`src/rtl/reseed_tpg_pkg.sv`:
```
package reseed_tpg_pkg;
  typedef enum logic [1:0] {
    ST_IDLE = 2'd0,
    ST_LOAD = 2'd1,
    ST_RUN  = 2'd2,
    ST_FIN  = 2'd3
  } ctrl_st_e;
endpackage

```
`src/rtl/reseed_wrap_cnt.sv`:
```
module reseed_wrap_cnt #(
  parameter int unsigned MAX = 4,
  localparam int unsigned CW = (MAX > 1) ? $clog2(MAX) : 1
) (
  input  logic          clk_i,
  input  logic          rst_ni,
  input  logic          clr_i,
  input  logic          inc_i,
  output logic [CW-1:0] cnt_o,
  output logic          last_o
);
  logic [CW-1:0] cnt_q;

  assign last_o = (cnt_q == CW'(MAX - 1));
  assign cnt_o  = cnt_q;

  always_ff @(posedge clk_i or negedge rst_ni) begin
    if (!rst_ni)     cnt_q <= '0;
    else if (clr_i)  cnt_q <= '0;
    else if (inc_i)  cnt_q <= last_o ? '0 : cnt_q + 1'b1;
  end
endmodule

```
`src/rtl/reseed_seed_rom.sv`:
```
module reseed_seed_rom #(
  parameter int unsigned W  = 8,
  parameter int unsigned NS = 4,
  parameter logic [NS-1:0][W-1:0] SEEDS = '0,
  localparam int unsigned AW = (NS > 1) ? $clog2(NS) : 1
) (
  input  logic [AW-1:0] addr_i,
  output logic [W-1:0]  seed_o
);
  assign seed_o = SEEDS[addr_i];
endmodule

```
`src/rtl/reseed_lfsr.sv`:
```
module reseed_lfsr #(
  parameter int unsigned W = 8,
  parameter logic [W-1:0] TAPS = 8'hB8
) (
  input  logic         clk_i,
  input  logic         rst_ni,
  input  logic         load_i,
  input  logic [W-1:0] seed_i,
  input  logic         step_i,
  output logic [W-1:0] state_o
);
  logic [W-1:0] st_q;
  logic         fb;

  assign fb      = ^(st_q & TAPS);
  assign state_o = st_q;

  always_ff @(posedge clk_i or negedge rst_ni) begin
    if (!rst_ni)      st_q <= '0;
    else if (load_i)  st_q <= seed_i;
    else if (step_i)  st_q <= {st_q[W-2:0], fb};
  end
endmodule

```
`src/rtl/reseed_tpg_ctrl.sv`:
```
module reseed_tpg_ctrl
  import reseed_tpg_pkg::*;
#(
  parameter int unsigned W         = 8,
  parameter int unsigned WIN_LEN   = 5,
  parameter int unsigned NUM_SEEDS = 4,
  parameter logic [W-1:0] TAPS     = 8'hB8,
  parameter logic [NUM_SEEDS-1:0][W-1:0] SEEDS = {8'h96, 8'h3C, 8'hE1, 8'h01}
) (
  input  logic         clk_i,
  input  logic         rst_ni,
  input  logic         start_i,
  output logic         pat_valid_o,
  output logic [W-1:0] pattern_o,
  output logic         done_o
);
  localparam int unsigned WCW = (WIN_LEN > 1) ? $clog2(WIN_LEN) : 1;
  localparam int unsigned SAW = (NUM_SEEDS > 1) ? $clog2(NUM_SEEDS) : 1;

  ctrl_st_e       st_q, st_d;
  logic           start_acc, in_run, win_last, seed_last;
  logic [WCW-1:0] win_cnt;
  logic [SAW-1:0] seed_addr;
  logic [W-1:0]   seed_val;

  assign start_acc = start_i && (st_q == ST_IDLE);
  assign in_run    = (st_q == ST_RUN);

  // window length counter
  reseed_wrap_cnt #(.MAX(WIN_LEN)) u_win_cnt (
    .clk_i  (clk_i),
    .rst_ni (rst_ni),
    .clr_i  (start_acc),
    .inc_i  (in_run),
    .cnt_o  (win_cnt),
    .last_o (win_last)
  );

  // seed address counter, cascaded on window wrap
  reseed_wrap_cnt #(.MAX(NUM_SEEDS)) u_seed_cnt (
    .clk_i  (clk_i),
    .rst_ni (rst_ni),
    .clr_i  (start_acc),
    .inc_i  (in_run && win_last),
    .cnt_o  (seed_addr),
    .last_o (seed_last)
  );

  reseed_seed_rom #(.W(W), .NS(NUM_SEEDS), .SEEDS(SEEDS)) u_rom (
    .addr_i (seed_addr),
    .seed_o (seed_val)
  );

  reseed_lfsr #(.W(W), .TAPS(TAPS)) u_lfsr (
    .clk_i   (clk_i),
    .rst_ni  (rst_ni),
    .load_i  (st_q == ST_LOAD),
    .seed_i  (seed_val),
    .step_i  (in_run),
    .state_o (pattern_o)
  );

  always_comb begin
    st_d = st_q;
    unique case (st_q)
      ST_IDLE: if (start_i) st_d = ST_LOAD;
      ST_LOAD: st_d = ST_RUN;
      ST_RUN:  if (win_last) st_d = seed_last ? ST_FIN : ST_LOAD;
      ST_FIN:  st_d = ST_IDLE;
      default: st_d = ST_IDLE;
    endcase
  end

  always_ff @(posedge clk_i or negedge rst_ni) begin
    if (!rst_ni) st_q <= ST_IDLE;
    else         st_q <= st_d;
  end

  assign pat_valid_o = in_run;
  assign done_o      = (st_q == ST_FIN);
endmodule

```
`config.mk`:
```
export PLATFORM = sky130hd
export DESIGN_NAME = reseed_tpg_ctrl
export DESIGN_NICKNAME = d
export VERILOG_FILES = /design/src/rtl/reseed_tpg_pkg.sv /design/src/rtl/reseed_wrap_cnt.sv /design/src/rtl/reseed_seed_rom.sv /design/src/rtl/reseed_lfsr.sv /design/src/rtl/reseed_tpg_ctrl.sv
export SDC_FILE = /design/constraint.sdc
export NUM_CORES = 1
export LEC_CHECK = 0
export ABC_AREA = 1
export BUFFER_PORTS_ARGS = -buffer_cell sky130_fd_sc_hd__clkbuf_2
export CORE_ASPECT_RATIO = 1.75
export CORE_MARGIN = 4
export CORE_UTILIZATION = 35
export DETAILED_ROUTE_END_ITERATION = 16
export GPL_ROUTABILITY_DRIVEN = 0
export PLACE_DENSITY = 0.56
export SYNTH_ARGS = -nofsm -noshare
export SYNTH_HDL_FRONTEND = slang
export SYNTH_SLANG_ARGS = --single-unit
```
`constraint.sdc`:
```
create_clock -name clk_i -period 1.4 [get_ports clk_i]
set_input_delay 0.07 -clock clk_i [delete_from_list [all_inputs] [get_ports clk_i]]
set_output_delay 0.07 -clock clk_i [all_outputs]
set_load 0.02 [all_outputs]
```
# == Yosys cells after proc, flatten, opt, wreduce, memory -nomap -nowiden ==
# Cells that the tools add are included.
# op_classes
n_addsub,2
order_cmp,1
eq_ne,7
n_mux,14
n_reduce_logical,8
# op_table
cell,n
$mux W8,3
$bmux W8 S2,1
$mux W2,6
$mux W3,3
$pmux W2 S4,1
$reduce_xor A8 Y1,1
$eq A2 B2 Y1 const B,3
$reduce_bool A2 Y1,3
$add A3 B1 Y3 const B,1
$eq A3 B3 Y1 const B,1
$lt A2 B3 Y1 const B,1
$add A2 B1 Y2 const B,1
$eq A2 B1 Y1 const B,1
$logic_and A1 B1 Y1,2
$logic_not A2 Y1,1
$ne A2 B1 Y1 const B,1
$ne A2 B2 Y1 const B,1
$reduce_and A2 Y1,1
# word_totals
register_bits,15
out_inout_bits,10
word_cells,36

# == Depth between registers and ports, before layout ==
# logic_depth
word_depth,4
mapped_depth,7

# == Modules after synthesis ==
# A second synthesis with hierarchy kept.
# hier_totals
hier_cells,118
hier_area_um2,894.6
# by_module_without_submodules
module,n_inst,cells_per_inst,area_per_inst_um2,seq_area_each_um2
reseed_lfsr,1,56,424.2,200.2
reseed_wrap_cnt (u_win_cnt),1,23,180.2,75.1
reseed_tpg_ctrl,1,18,117.6,50.0
reseed_wrap_cnt (u_seed_cnt),1,12,101.3,50.0
reseed_seed_rom,1,9,71.3,0.0

# == Worst setup path before layout ==
# Ideal clock, no wire load.
# synth_timing
kind,reg-to-reg
startpoint,register st_q[0]
endpoint,register u_seed_cnt.cnt_q[1] (netlist: u_seed_cnt.cnt_o[1])
setup_ns,0.125
arrival_ns,1.200
required_ns,1.275
setup_slack_ns,0.075
stages_incl_launch_ff,6
synth_period_minus_slack_ns,1.325
path_cell_list,dfrtp_1 > inv_1 > ha_1 > inv_1 > o21ai_1 > o22ai_1
# synth_via
elab_chain_cells,3
# synth_rtl
element,line_no,rtl
"start, declared",reseed_tpg_ctrl.sv:20,"ctrl_st_e st_q, st_d;"
"start signal, assigned",reseed_tpg_ctrl.sv:76,else st_q <= st_d;
$eq A2 B2 Y1,reseed_tpg_ctrl.sv:27,assign in_run = (st_q == ST_RUN);
net pat_valid_o,reseed_tpg_ctrl.sv:13,"output logic pat_valid_o,"
$logic_and A1 B1 Y1,reseed_tpg_ctrl.sv:44,".inc_i (in_run && win_last),"
$reduce_bool A2 Y1 (no source line),--,
"end signal, assigned",reseed_wrap_cnt.sv:20,else if (inc_i) cnt_q <= last_o ? '0 : cnt_q + 1'b1;
"end, declared",reseed_wrap_cnt.sv:12,logic [CW-1:0] cnt_q;
# The timed path passes the listed nets, and every way through them passes these cells.
# A chain may end at the register's enable or synchronous reset.

# == Worst setup path in the final report ==
# layout_timing
startpoint,register st_q[0]
endpoint,output pat_valid_o
# layout_via
elab_chain_cells,1
# layout_rtl
element,line_no
$eq A2 B2 Y1,reseed_tpg_ctrl.sv:27
"end, declared",reseed_tpg_ctrl.sv:13
# No other way between the ends.

==> reports/qor_table.md <==
| Parameter | Value | Unit |
| --- | --- | --- |
| Highest fanout seen on the critical path | 5 | - |
| Transition at the pin with the smallest max-transition slack | 0.4002 | ns |
| P per Cell Area | 2510 | mW/mm2 |
| Kind of capture point of the worst setup path | output port | - |
| Chip Height | 73.94 | um |
| Reg-to-reg endpoint | u_seed_cnt.cnt_o[1] | - |
| Via Count | 712 | - |
| Number of synthesized register bits | 15 | - |
| Relative slew margins | 73.32 | % |
| Number of enable-type register cells in the synthesized netlist | 0 | - |
| Core box area | 0.002331 | mm2 |
| Avg Vias per Cell | 4.811 | - |
| Worst-case reg-to-reg path depth | 5 | - |
| Share of synthesized flip-flops with an asynchronous set or reset | 100.0 | % |
| Fraction of the core area covered by cells at the end of the flow | 45.52 | % |
| Overall track demand over capacity in global routing | 12.73 | % |
| RSZ-0062 raised after global routing | false | - |
| Count of pins on the block boundary | 13 | - |
| Cells along the critical path | inv_2 > ha_2 > clkbuf_2 | - |
| Highest clock rate | 0.7760 | GHz |
| Antenna violations before repair | 0 | - |
| Worst supply voltage drop on vdd | 1.085 | mV |
| Clock Tree Root | clkbuf_8 | - |
| Hold Crit Start | start_i | - |
| Row count | 23 | - |
| Max Buffers Root-to-Sink | 2 | - |
| Start of the worst register-to-register path | st_q[0] | - |
| Total iterations of the first detailed-routing run | 4 | - |
| Total placed cells including tap cells | 142 | - |
| Number of nets in the finished design | 136 | - |
| Overall die width | 45.68 | um |
| H-tree depth reported by CTS | 1 | - |
| Worst hold path endpoint | u_win_cnt.cnt_o[2] | - |
| Number of antenna-violating nets in the routed design | 0 | - |
| Result of the run | finished, final reports clean | - |
| Worst path required time | 1.33 | ns |
| Slack of the worst reg-to-reg path | 0.11 | ns |
| Setup skew after layout | 0.007211 | ns |
| Count of non-filler cells in the finished layout | 148 | - |
| Depth of the worst hold-timing path | 4 | - |
| Synth Flop Type | dfrtp_1 | - |
| Post-DP Area | 968.4 | um2 |
| Starting Density | 37.31 | % |
| Fraction of layout instances using a drive strength above 1 | 26.02 | % |
| Warning count from the yosys run | 0 | - |
| Gate count of the mapped netlist | 104 | - |
| GRT overflow | 0 | - |
| Synthesized area | 869.6 | um2 |
| Stage delay of the slowest cell on the critical path | 0.44 | ns |
| Leakage power figure | 0.5410 | nW |
| Post-Syn Area per Cell | 8.361 | um2 |
| Share of the cycle needed by the critical path after routing | 92.05 | % |
| Diodes inserted | 0 | - |
| Area added between synthesis and finish | 22.01 | % |
| Number of violations reported at the end of detailed-routing iteration 0 | 3 | - |
| Via count of the first global-routing pass | 735 | - |
| Max-cap violations | 0 | - |
| Port Buffer Count | 12 | - |
| CP Launch Point | st_q[0] | - |
| Data arrival, critical path | 1.22 | ns |
| Net Count, Synth | 116 | - |
| Path type of the worst setup path | flip-flop to output port | - |
| Crit-path slowest cell | dfrtp_1 | - |
| Num CTS Buffers | 3 | - |
| Average routed wire per standard cell | 11.92 | um |
| Post-synthesis sequential area ratio | 43.17 | % |
| Class of the worst hold path | input port to flip-flop | - |
| Wire length of the first global-routing pass | 3125 | um |
| Detail Placement HPWL | 1374 | um |
| CTS tree | yes | - |
| Clk slew on worst S/H paths | 0.06 | ns |
| Total Negative Setup Slacks | 0 | ns |
| Die Area | 0.003378 | mm2 |
| Endpoints failing setup | 0 | - |
| Aggregate routed wire length | 1764 | um |
| Largest net degree at the start of global routing | 16 | - |
| Count of unique library cells instantiated by Yosys | 18 | - |
| Critical path launch point type | flip-flop | - |
| Shortest clock period the worst path allows after layout | 1.289 | ns |
| Remaining routing DRC violations | 0 | - |
| Post-layout instance area | 0.001061 | mm2 |
| Count of clock tree sinks | 15 | - |
| Source-to-sink clock delay at the later pin of the worst-skew pair | 0.25 | ns |
| Number of hold-slack violations in the final timing report | 0 | - |
| Final Slew Violations | 0 | - |
## routing by layer
layer | vias up | GRT usage [%] | part of all wire, %
li1 | 375 | - | -
met2 | 11 | 21.31 | 52
met4 | 0 | 6.840 | 2.4
met1 | 321 | 14.87 | 42
met3 | 5 | 2.179 | 3.5
met5 | - | 0 | 0
## worst max-delay path: cells and delay by family (launching register included)
kind	cells	cell delay, ns
adder cells (fa/ha/maj)	1	0.23
buffers and inverters	2	0.30
flip-flops	1	0.44
## cell families after synthesis
logic type      synth area share (%)
flops                          43.17
buf+inv                        7.769
compound gates                 19.42
fa+ha+maj                      12.95
simple gates                   15.68
xor+xnor                       1.007
## what timing repair did
| item | in CTS | in global routing |
|---|---|---|
| setup buffers | 0 | 1 |
| gates resized for setup | 0 | 6 |
| setup endpoints to repair | 0 | 10 |
| hold buffers | 1 | 0 |
| endpoints found under the hold margin | 15 | 0 |
## synth_stat cells (2+ instances only)
cell type	n	area, um2
nand2_1	26	97.59
dfrtp_1	15	375.4
inv_1	15	56.30
o21ai_1	11	55.05
ha_1	9	112.6
o21ai_0	4	20.02
a21oi_1	3	15.01
a21oi_2	3	26.28
a22oi_1	3	22.52
inv_2	3	11.26
nand2_2	2	12.51
nand3_1	2	10.01
o21ai_2	2	17.52
o22ai_1	2	12.51
## per-stage QoR
stage	setup slack (ns)	power, mW	hold slack (ns)
floorplan	0.07522	1.805	-0.2256
global placement	0.05384	2.193	0.01276
detailed placement	0.06582	2.216	0.01833
CTS	0.03227	2.580	0.1374
global route	0.01804	2.969	0.1947
finish	0.1113	2.663	0.1407
## report_power, final
part	switching (mW)	internal, mW	leakage, nW	total [mW]
combinational	0.951	0.594	0.327	1.54
sequential	0.152	0.621	0.191	0.772
clock	0.145	0.201	0.0228	0.346
total	1.25	1.42	0.541	2.66
## flip-flops by register name (all words and copies together) (netlist names)
| signal | cells |
|---|---|
| u_win_cnt.cnt_o | 3 |
| u_seed_cnt.cnt_o | 2 |
| u_lfsr.state_o | 8 |
| st_q | 2 |
## cell type report
cell class                 count  area, um2
fill                         232       1270
clock buffer                   4      45.04
timing repair buffer          15      85.08
multi-input combinational     71      454.2
sequential                    15      375.4
tap                           25      31.28
inverter                      18      70.07
## cell usage in the layout, fill, tap and decap left out
| master | synthesis | final |
|---|---|---|
| xnor2_1 | 1 | 1 |
| a21oi_1 | 3 | 3 |
| o21ai_0 | 4 | 4 |
| o21ai_2 | 2 | 2 |
| or2_2 | 1 | 1 |
| nor2_1 | 1 | 1 |
| inv_2 | 3 | 3 |
| o22ai_1 | 2 | 2 |
| buf_4 | 0 | 2 |
| nand2_1 | 26 | 26 |
| dfrtp_1 | 15 | 15 |
| clkbuf_2 | 0 | 12 |
| dlygate4sd3_1 | 0 | 1 |
| inv_4 | 0 | 1 |
| clkbuf_1 | 0 | 1 |
| nand4_1 | 1 | 1 |
| a21oi_2 | 3 | 3 |
| ha_4 | 0 | 2 |
| o21ai_1 | 11 | 11 |
| ha_2 | 0 | 1 |
| clkbuf_8 | 0 | 3 |
| nand2_2 | 2 | 2 |
| a22oi_1 | 3 | 3 |
| ha_1 | 9 | 6 |
| nand3_1 | 2 | 2 |
| inv_1 | 15 | 14 |
## worst max path at each step
| stage | endpoint | slack (ns) | cells after the start |
|---|---|---|---|
| 6_report | pat_valid_o | 0.11 | 3 |
| 5_1_grt | u_win_cnt.cnt_o[1] | 0.02 | 6 |
| 4_1_cts | u_lfsr.state_o[5] | 0.03 | 6 |
| 3_5_place_dp | u_lfsr.state_o[5] | 0.07 | 6 |
| 3_3_place_gp | u_lfsr.state_o[5] | 0.05 | 6 |
| 2_1_floorplan | u_seed_cnt.cnt_o[1] | 0.08 | 5 |
No activity file was read; power rests on OpenSTA's default activity.
